## src/rtl/dgic_pkg.sv

```systemverilog
package dgic_pkg;
  localparam logic [9:0]  SPURIOUS    = 10'd1023;
  localparam int unsigned FIQ_LSB     = 8;
  localparam logic [11:0] OFF_INFO    = 12'h000;
  localparam logic [11:0] OFF_EN_SET  = 12'h030;
  localparam logic [11:0] OFF_EN_CLR  = 12'h034;
  localparam logic [11:0] OFF_ROUTE   = 12'h100;
  localparam logic [11:0] OFF_ACK     = 12'h044;
  localparam logic [11:0] OFF_MSK_SET = 12'h048;
  localparam logic [11:0] OFF_MSK_CLR = 12'h04C;

  typedef enum logic {
    WIN_GLOBAL = 1'b0,
    WIN_CPU    = 1'b1
  } win_e;
endpackage

```

## src/rtl/dgic_prio.sv

```systemverilog
module dgic_prio #(
  parameter int unsigned N  = 64,
  localparam int unsigned IW = (N > 1) ? $clog2(N) : 1
) (
  input  logic [N-1:0]  vec_i,
  output logic          hit_o,
  output logic [IW-1:0] idx_o
);
  // descending scan: the last match, the lowest index, wins
  always_comb begin
    hit_o = 1'b0;
    idx_o = '0;
    for (int i = N - 1; i >= 0; i--) begin
      if (vec_i[i]) begin
        hit_o = 1'b1;
        idx_o = IW'(i);
      end
    end
  end
endmodule

```

## src/rtl/dgic_global.sv

```systemverilog
module dgic_global #(
  parameter int unsigned N_CPU = 4,
  parameter int unsigned N_SRC = 64,
  localparam int unsigned IDX_W = (N_SRC > 1) ? $clog2(N_SRC) : 1
) (
  input  logic                        clk_i,
  input  logic                        rst_ni,
  input  logic                        en_set_i,
  input  logic                        en_clr_i,
  input  logic [IDX_W-1:0]            num_i,
  input  logic                        rt_we_i,
  input  logic [IDX_W-1:0]            rt_idx_i,
  input  logic [N_CPU-1:0]            rt_irq_i,
  input  logic [N_CPU-1:0]            rt_fiq_i,
  output logic [N_SRC-1:0]            enable_o,
  output logic [N_SRC-1:0][N_CPU-1:0] route_irq_o,
  output logic [N_SRC-1:0][N_CPU-1:0] route_fiq_o
);
  always_ff @(posedge clk_i or negedge rst_ni) begin
    if (!rst_ni) begin
      enable_o <= '0;
    end else if (en_set_i) begin
      enable_o[num_i] <= 1'b1;
    end else if (en_clr_i) begin
      enable_o[num_i] <= 1'b0;
    end
  end

  always_ff @(posedge clk_i or negedge rst_ni) begin
    if (!rst_ni) begin
      route_irq_o <= '0;
      route_fiq_o <= '0;
    end else if (rt_we_i) begin
      route_irq_o[rt_idx_i] <= rt_irq_i;
      route_fiq_o[rt_idx_i] <= rt_fiq_i;
    end
  end
endmodule

```

## src/rtl/dgic_cpu.sv

```systemverilog
module dgic_cpu #(
  parameter int unsigned N_SRC  = 64,
  parameter int unsigned N_PCPU = 29,
  localparam int unsigned IDX_W = (N_SRC > 1) ? $clog2(N_SRC) : 1,
  localparam int unsigned N_SHR = N_SRC - N_PCPU
) (
  input  logic              clk_i,
  input  logic              rst_ni,
  input  logic              msk_set_i,
  input  logic              msk_clr_i,
  input  logic [IDX_W-1:0]  num_i,
  input  logic [N_PCPU-1:0] own_lvl_i,
  input  logic [N_SHR-1:0]  shr_lvl_i,
  input  logic [N_SRC-1:0]  enable_i,
  input  logic [N_SHR-1:0]  shr_irq_rt_i,
  input  logic [N_SHR-1:0]  shr_fiq_rt_i,
  output logic              irq_o,
  output logic              fiq_o,
  output logic [9:0]        ack_o
);
  import dgic_pkg::*;

  logic [N_SRC-1:0] mask_q;
  logic [N_SRC-1:0] lvl_all, open_all, irq_vec, fiq_vec;
  logic             hit;
  logic [IDX_W-1:0] hit_idx;

  always_ff @(posedge clk_i or negedge rst_ni) begin
    if (!rst_ni) begin
      mask_q <= '1;
    end else if (msk_set_i) begin
      mask_q[num_i] <= 1'b1;
    end else if (msk_clr_i) begin
      mask_q[num_i] <= 1'b0;
    end
  end

  assign lvl_all  = {shr_lvl_i, own_lvl_i};
  assign open_all = lvl_all & enable_i & ~mask_q;
  // private sources ignore routing and never take the FIQ path
  assign irq_vec  = open_all & {shr_irq_rt_i, {N_PCPU{1'b1}}};
  assign fiq_vec  = open_all & {shr_fiq_rt_i, {N_PCPU{1'b0}}};

  assign irq_o = |irq_vec;
  assign fiq_o = |fiq_vec;

  dgic_prio #(.N(N_SRC)) u_prio (
    .vec_i (irq_vec),
    .hit_o (hit),
    .idx_o (hit_idx)
  );

  assign ack_o = hit ? 10'(hit_idx) : SPURIOUS;
endmodule

```

## src/rtl/dgic_top.sv

```systemverilog
module dgic_top #(
  parameter int unsigned N_CPU  = 4,
  parameter int unsigned N_SRC  = 64,
  parameter int unsigned N_PCPU = 29,
  localparam int unsigned CPU_W = (N_CPU > 1) ? $clog2(N_CPU) : 1,
  localparam int unsigned IDX_W = (N_SRC > 1) ? $clog2(N_SRC) : 1,
  localparam int unsigned N_SHR = N_SRC - N_PCPU
) (
  input  logic                    clk_i,
  input  logic                    rst_ni,
  input  logic                    req_valid_i,
  input  logic                    req_write_i,
  input  logic                    req_win_i,
  input  logic [11:0]             req_addr_i,
  input  logic [31:0]             req_wdata_i,
  input  logic [CPU_W-1:0]        req_cpu_i,
  output logic                    rd_valid_o,
  output logic [31:0]             rd_data_o,
  input  logic [N_CPU*N_PCPU-1:0] pcpu_lvl_i,
  input  logic [N_SHR-1:0]        shr_lvl_i,
  output logic [N_CPU-1:0]        irq_o,
  output logic [N_CPU-1:0]        fiq_o
);
  import dgic_pkg::*;

  localparam logic [12:0] ROUTE_END = 13'(256 + 4 * N_SRC);

  logic wr, rd, glb, num_ok, cpu_ok, rt_hit;
  logic [IDX_W-1:0] num, rt_idx;
  logic [11:0] rt_rel;
  logic en_set, en_clr, rt_we;
  logic [N_SRC-1:0] enable;
  logic [N_SRC-1:0][N_CPU-1:0] route_irq, route_fiq;
  logic [N_CPU-1:0][9:0] ack;
  logic [31:0] rdat;

  assign wr     = req_valid_i & req_write_i;
  assign rd     = req_valid_i & ~req_write_i;
  assign glb    = (req_win_i == WIN_GLOBAL);
  assign num_ok = (req_wdata_i < 32'(N_SRC));
  assign num    = req_wdata_i[IDX_W-1:0];

  if (N_CPU == (1 << CPU_W)) begin : g_cpu_full
    assign cpu_ok = 1'b1;
  end else begin : g_cpu_part
    assign cpu_ok = (int'(req_cpu_i) < N_CPU);
  end

  assign rt_rel = req_addr_i - OFF_ROUTE;
  assign rt_hit = (req_addr_i >= OFF_ROUTE) && ({1'b0, req_addr_i} < ROUTE_END)
                  && (req_addr_i[1:0] == 2'b00);
  assign rt_idx = rt_rel[IDX_W+1:2];

  assign en_set = wr & glb & (req_addr_i == OFF_EN_SET) & num_ok;
  assign en_clr = wr & glb & (req_addr_i == OFF_EN_CLR) & num_ok;
  assign rt_we  = wr & glb & rt_hit;

  dgic_global #(.N_CPU(N_CPU), .N_SRC(N_SRC)) u_global (
    .clk_i       (clk_i),
    .rst_ni      (rst_ni),
    .en_set_i    (en_set),
    .en_clr_i    (en_clr),
    .num_i       (num),
    .rt_we_i     (rt_we),
    .rt_idx_i    (rt_idx),
    .rt_irq_i    (req_wdata_i[N_CPU-1:0]),
    .rt_fiq_i    (req_wdata_i[FIQ_LSB +: N_CPU]),
    .enable_o    (enable),
    .route_irq_o (route_irq),
    .route_fiq_o (route_fiq)
  );

  for (genvar c = 0; c < N_CPU; c++) begin : g_cpu
    logic [N_SHR-1:0] irq_col, fiq_col;
    logic msk_set, msk_clr, mine;

    for (genvar s = 0; s < N_SHR; s++) begin : g_col
      assign irq_col[s] = route_irq[N_PCPU+s][c];
      assign fiq_col[s] = route_fiq[N_PCPU+s][c];
    end

    assign mine    = wr & ~glb & cpu_ok & num_ok & (req_cpu_i == CPU_W'(c));
    assign msk_set = mine & (req_addr_i == OFF_MSK_SET);
    assign msk_clr = mine & (req_addr_i == OFF_MSK_CLR);

    dgic_cpu #(.N_SRC(N_SRC), .N_PCPU(N_PCPU)) u_cpu (
      .clk_i        (clk_i),
      .rst_ni       (rst_ni),
      .msk_set_i    (msk_set),
      .msk_clr_i    (msk_clr),
      .num_i        (num),
      .own_lvl_i    (pcpu_lvl_i[c*N_PCPU +: N_PCPU]),
      .shr_lvl_i    (shr_lvl_i),
      .enable_i     (enable),
      .shr_irq_rt_i (irq_col),
      .shr_fiq_rt_i (fiq_col),
      .irq_o        (irq_o[c]),
      .fiq_o        (fiq_o[c]),
      .ack_o        (ack[c])
    );
  end

  always_comb begin
    rdat = '0;
    if (glb) begin
      if (req_addr_i == OFF_INFO) begin
        rdat[11:2] = 10'(N_SRC);
      end else if (rt_hit) begin
        rdat[N_CPU-1:0]          = route_irq[rt_idx];
        rdat[FIQ_LSB +: N_CPU]   = route_fiq[rt_idx];
      end
    end else if ((req_addr_i == OFF_ACK) && cpu_ok) begin
      rdat[9:0] = ack[req_cpu_i];
    end
  end

  always_ff @(posedge clk_i or negedge rst_ni) begin
    if (!rst_ni) begin
      rd_valid_o <= 1'b0;
      rd_data_o  <= '0;
    end else begin
      rd_valid_o <= rd;
      if (rd) rd_data_o <= rdat;
    end
  end
endmodule

```

## config.mk

```make
export PLATFORM = sky130hd
export DESIGN_NAME = dgic_top
export DESIGN_NICKNAME = d
export VERILOG_FILES = /design/src/rtl/dgic_pkg.sv /design/src/rtl/dgic_prio.sv /design/src/rtl/dgic_global.sv /design/src/rtl/dgic_cpu.sv /design/src/rtl/dgic_top.sv
export SDC_FILE = /design/constraint.sdc
export NUM_CORES = 2
export LEC_CHECK = 0
export BUFFER_PORTS_ARGS = -buffer_cell sky130_fd_sc_hd__buf_2
export CAP_MARGIN = 20
export CORE_MARGIN = 2
export CORE_UTILIZATION = 69
export CTS_BUF_LIST = sky130_fd_sc_hd__clkbuf_4
export CTS_CLUSTER_SIZE = 14
export DETAILED_ROUTE_END_ITERATION = 7
export HOLD_SLACK_MARGIN = 0.06
export MAX_ROUTING_LAYER = met4
export PLACE_DENSITY = 0.9
export SYNTH_ARGS = -nofsm -noshare
export SYNTH_HDL_FRONTEND = slang
export SYNTH_SLANG_ARGS = --single-unit
```

## constraint.sdc

```tcl
create_clock -name clk_i -period 5.1 [get_ports clk_i]
set_input_delay 1.02 -clock clk_i [delete_from_list [all_inputs] [get_ports clk_i]]
set_output_delay 1.02 -clock clk_i [all_outputs]
set_load 0.02 [all_outputs]
```

==> flow_summary.yaml <==
status:
  status: "finished, violations left"
  failed_checks: "design-rule violations"
setup_path:
  crit_path_start_kind: "flop"
  r2r_slack_ns: 1.46
  crit_path_max_fanout: 3
  crit_arrival_ns: 3.93
  critPathCaptureType: "output port"
  crit_type: "reg -> out"
  r2r_end: "rd_data_o[9]"
  cp.required_ns: 4.08
  reg2reg_depth: 8
route:
  first_pass_iters: 8
  viasPerCell: 7.57
  vias: 39000
  drcViolationCount: 1
  dr.first_iter.drc_count: 6674
  avgRoutedWirePerCell_um: 32.5
  ant_nets: 0
  drt_wl_total_um: 167000
run:
  maxCapViolations: 0
yosys:
  synth_edf_count: 0
  synth.area.top_cells: "dfrtp_1 (33%), dfstp_2 (15%), mux2_2 (9.9%)"
  synthCells: 3800
  avgSynthCellArea_um2: 11.7
  synthAdderAreaFrac_pct: 0
  async_reset_ff_share_pct: 100
  synth_simple_gate_area_share_pct: 14.1
  ys_seq_area_share_pct: 48.2
  yosysUniqueCellTypes: 85
  synth_area_leader_cell: "dfrtp_1"
  synth_xor_area_share_pct: 0
  yosys_most_used_dff: "dfrtp_1"
  syn_area_um2: 44500
  synth_top_family_by_area: "multiplexers"
  ys_seq_elements: 844
  synthMuxAreaShare_pct: 21.5
  yosys_warnings: 0
  synth_compound_gate_area_share_pct: 13.6
  synth_top_cell_area_share_pct: 33.1
floorplanning:
  chipWidth_um: 258
  rows: 93
  die_height_um: 258
  initial_core_util_pct: 69.4
  die_area_um2: 66500
  io_pins: 243
  core_um2: 64100
sta:
  skew_ns: 0.0888
  rsz0062_at_grt: "no"
  fin_crit_sh_pct: 97.1
  hold_viol_final: 0
  final.min_clock_period_ns: 4.95
  slew_headroom_pct: 9.95
  setup_tns_ns: 0
  tightest_slew_ns: 1.35
  slew_violations: 0
  fmax_mhz: 202
  setup_viol: 0
pwr:
  power_density_nw_per_um2: 275
  power.leakage_nw: 22.6
  vdd_ir_drop_max_v: 0.000238
finish:
  area_growth_pct: 11.6
  mostFrequentLayoutCells: "dfrtp_1 (588), mux2_2 (392), clkbuf_4 (345)"
  fin_nets: 4284
  drive_above_1_share_pct: 36.2
  final_util_pct: 77.4
  fillers: 3933
  layout_commonest_cell: "dfrtp_1"
hold_path:
  hold_path_startpoint: "req_addr_i[8]"
  worst_hold_path.endpoint: "rd_data_o[8]"
  min_path_type: "in -> reg"
  holdPathStages: 3
clock_network:
  postCtsSetupBuffers: 0
  cts_sinks: 844
  h-tree-depth: 4
  path_clk_slew_ns: 0.07
  cts_buffers: 213
  root_buffer: "clkbuf_4"
  clockBufferDepth: 3
  cts_resized: 0
  cts_tree: "built"
  clock_latency_ns: 1.13
placement:
  place.detailed.hpwl_um: 118000
  gp_congestion: 1.11
  io_buffer_count: 222
grt:
  grt_pass1_wl_um: 243000
  overflow: 0
  grt_pass1_vias: 37400
  grt_max_degree: 129
  grt_usage_pct: 51.5
  antenna_found_initial: 30
==> worst max path at each step <==
stage / endpoint / slack, ns / depth (start not counted)
after global placement: irq_o[3] / 0.76 / 7
after floorplan: irq_o[3] / 1.07 / 6
final: irq_o[3] / 0.15 / 6
after detailed placement: irq_o[3] / 0.74 / 7
after global routing: irq_o[3] / 0.13 / 6
after CTS: irq_o[3] / 0.15 / 6
==> worst max-delay path: stages (launching register included) <==
cell	delay [ns]
dfstp_2	0.58
and4b_2	0.26
or4_4	0.54
or3_4	0.43
or4_4	0.53
or2_1	0.31
buf_2	0.18
==> power breakdown <==
group	internal [mW]	switching, mW
registers	6.71	0.00468
logic	0.170	0.507
clock network	3.23	3.03
total	10.1	3.54
==> layer usage <==
layer	part of all wire (%)	GRT usage [%]	vias up
met5	0	-	-
met4	8.2	32.5	0
met3	16	20.3	915
met2	42	70.8	3650
met1	34	63.8	19000
li1	-	-	15400
==> synthesized netlist by cell type (17+ instances only) <==
cell,number
a211oi_1,17
a21oi_1,54
a22oi_1,20
a31oi_1,18
and3b_1,36
and4b_1,37
buf_1,37
buf_4,29
clkbuf_1,196
dfrtp_1,588
dfstp_2,256
mux2_1,120
mux2_2,392
mux4_2,168
nand2_1,275
nand2b_1,32
nand3_1,35
nand3b_1,79
nand4_1,56
nand4b_1,126
nor2_1,183
nor2b_1,24
nor3_1,36
nor3b_1,43
nor4_1,21
o211ai_1,17
o21ai_0,315
o21ai_1,59
o31ai_1,326
==> per-stage QoR <==
| step | setup slack [ns] | cells | hold slack [ns] | area [um^2] | total power [mW] |
|---|---|---|---|---|---|
| detailed placement | 0.740 | 4719 | 0.463 | 46600 | 7.48 |
| global route | 0.126 | 5141 | 0.270 | 49600 | 14.0 |
| CTS | 0.155 | 5110 | 0.223 | 49500 | 13.6 |
| floorplan | 1.07 | 3819 | 0.459 | 44600 | 7.10 |
| finish | 0.146 | 5152 | 0.264 | 49600 | 13.6 |
| global placement | 0.755 | 4719 | 0.457 | 46600 | 7.47 |
==> layout make-up <==
| cell class | count | area, um^2 | area share [%] |
|---|---|---|---|
| multi-input cells | 2695 | 22000 | 44.3 |
| flip-flops and latches | 844 | 21400 | 43.2 |
| clock buffers | 345 | 2590 | 5.22 |
| repair buffers | 315 | 2040 | 4.11 |
| well taps | 855 | 1070 | 2.16 |
| clock inverters | 45 | 335 | 0.676 |
| diodes | 40 | 100 | 0.202 |
| inverters | 13 | 48.8 | 0.0983 |
==> cell families after synthesis <==
family | count (synthesis)
AO/OA/AOI/OAI | 932
buffers and inverters | 280
multiplexers | 683
other | 1
flip-flops | 844
AND/OR/NAND/NOR | 1060
==> timing repair <==
item,4_1_cts,5_1_grt
endpoints found under the setup margin,0,0
hold endpoints to repair,55,0
hold buffers,1,0
Power figures use the tool's default switching activity.
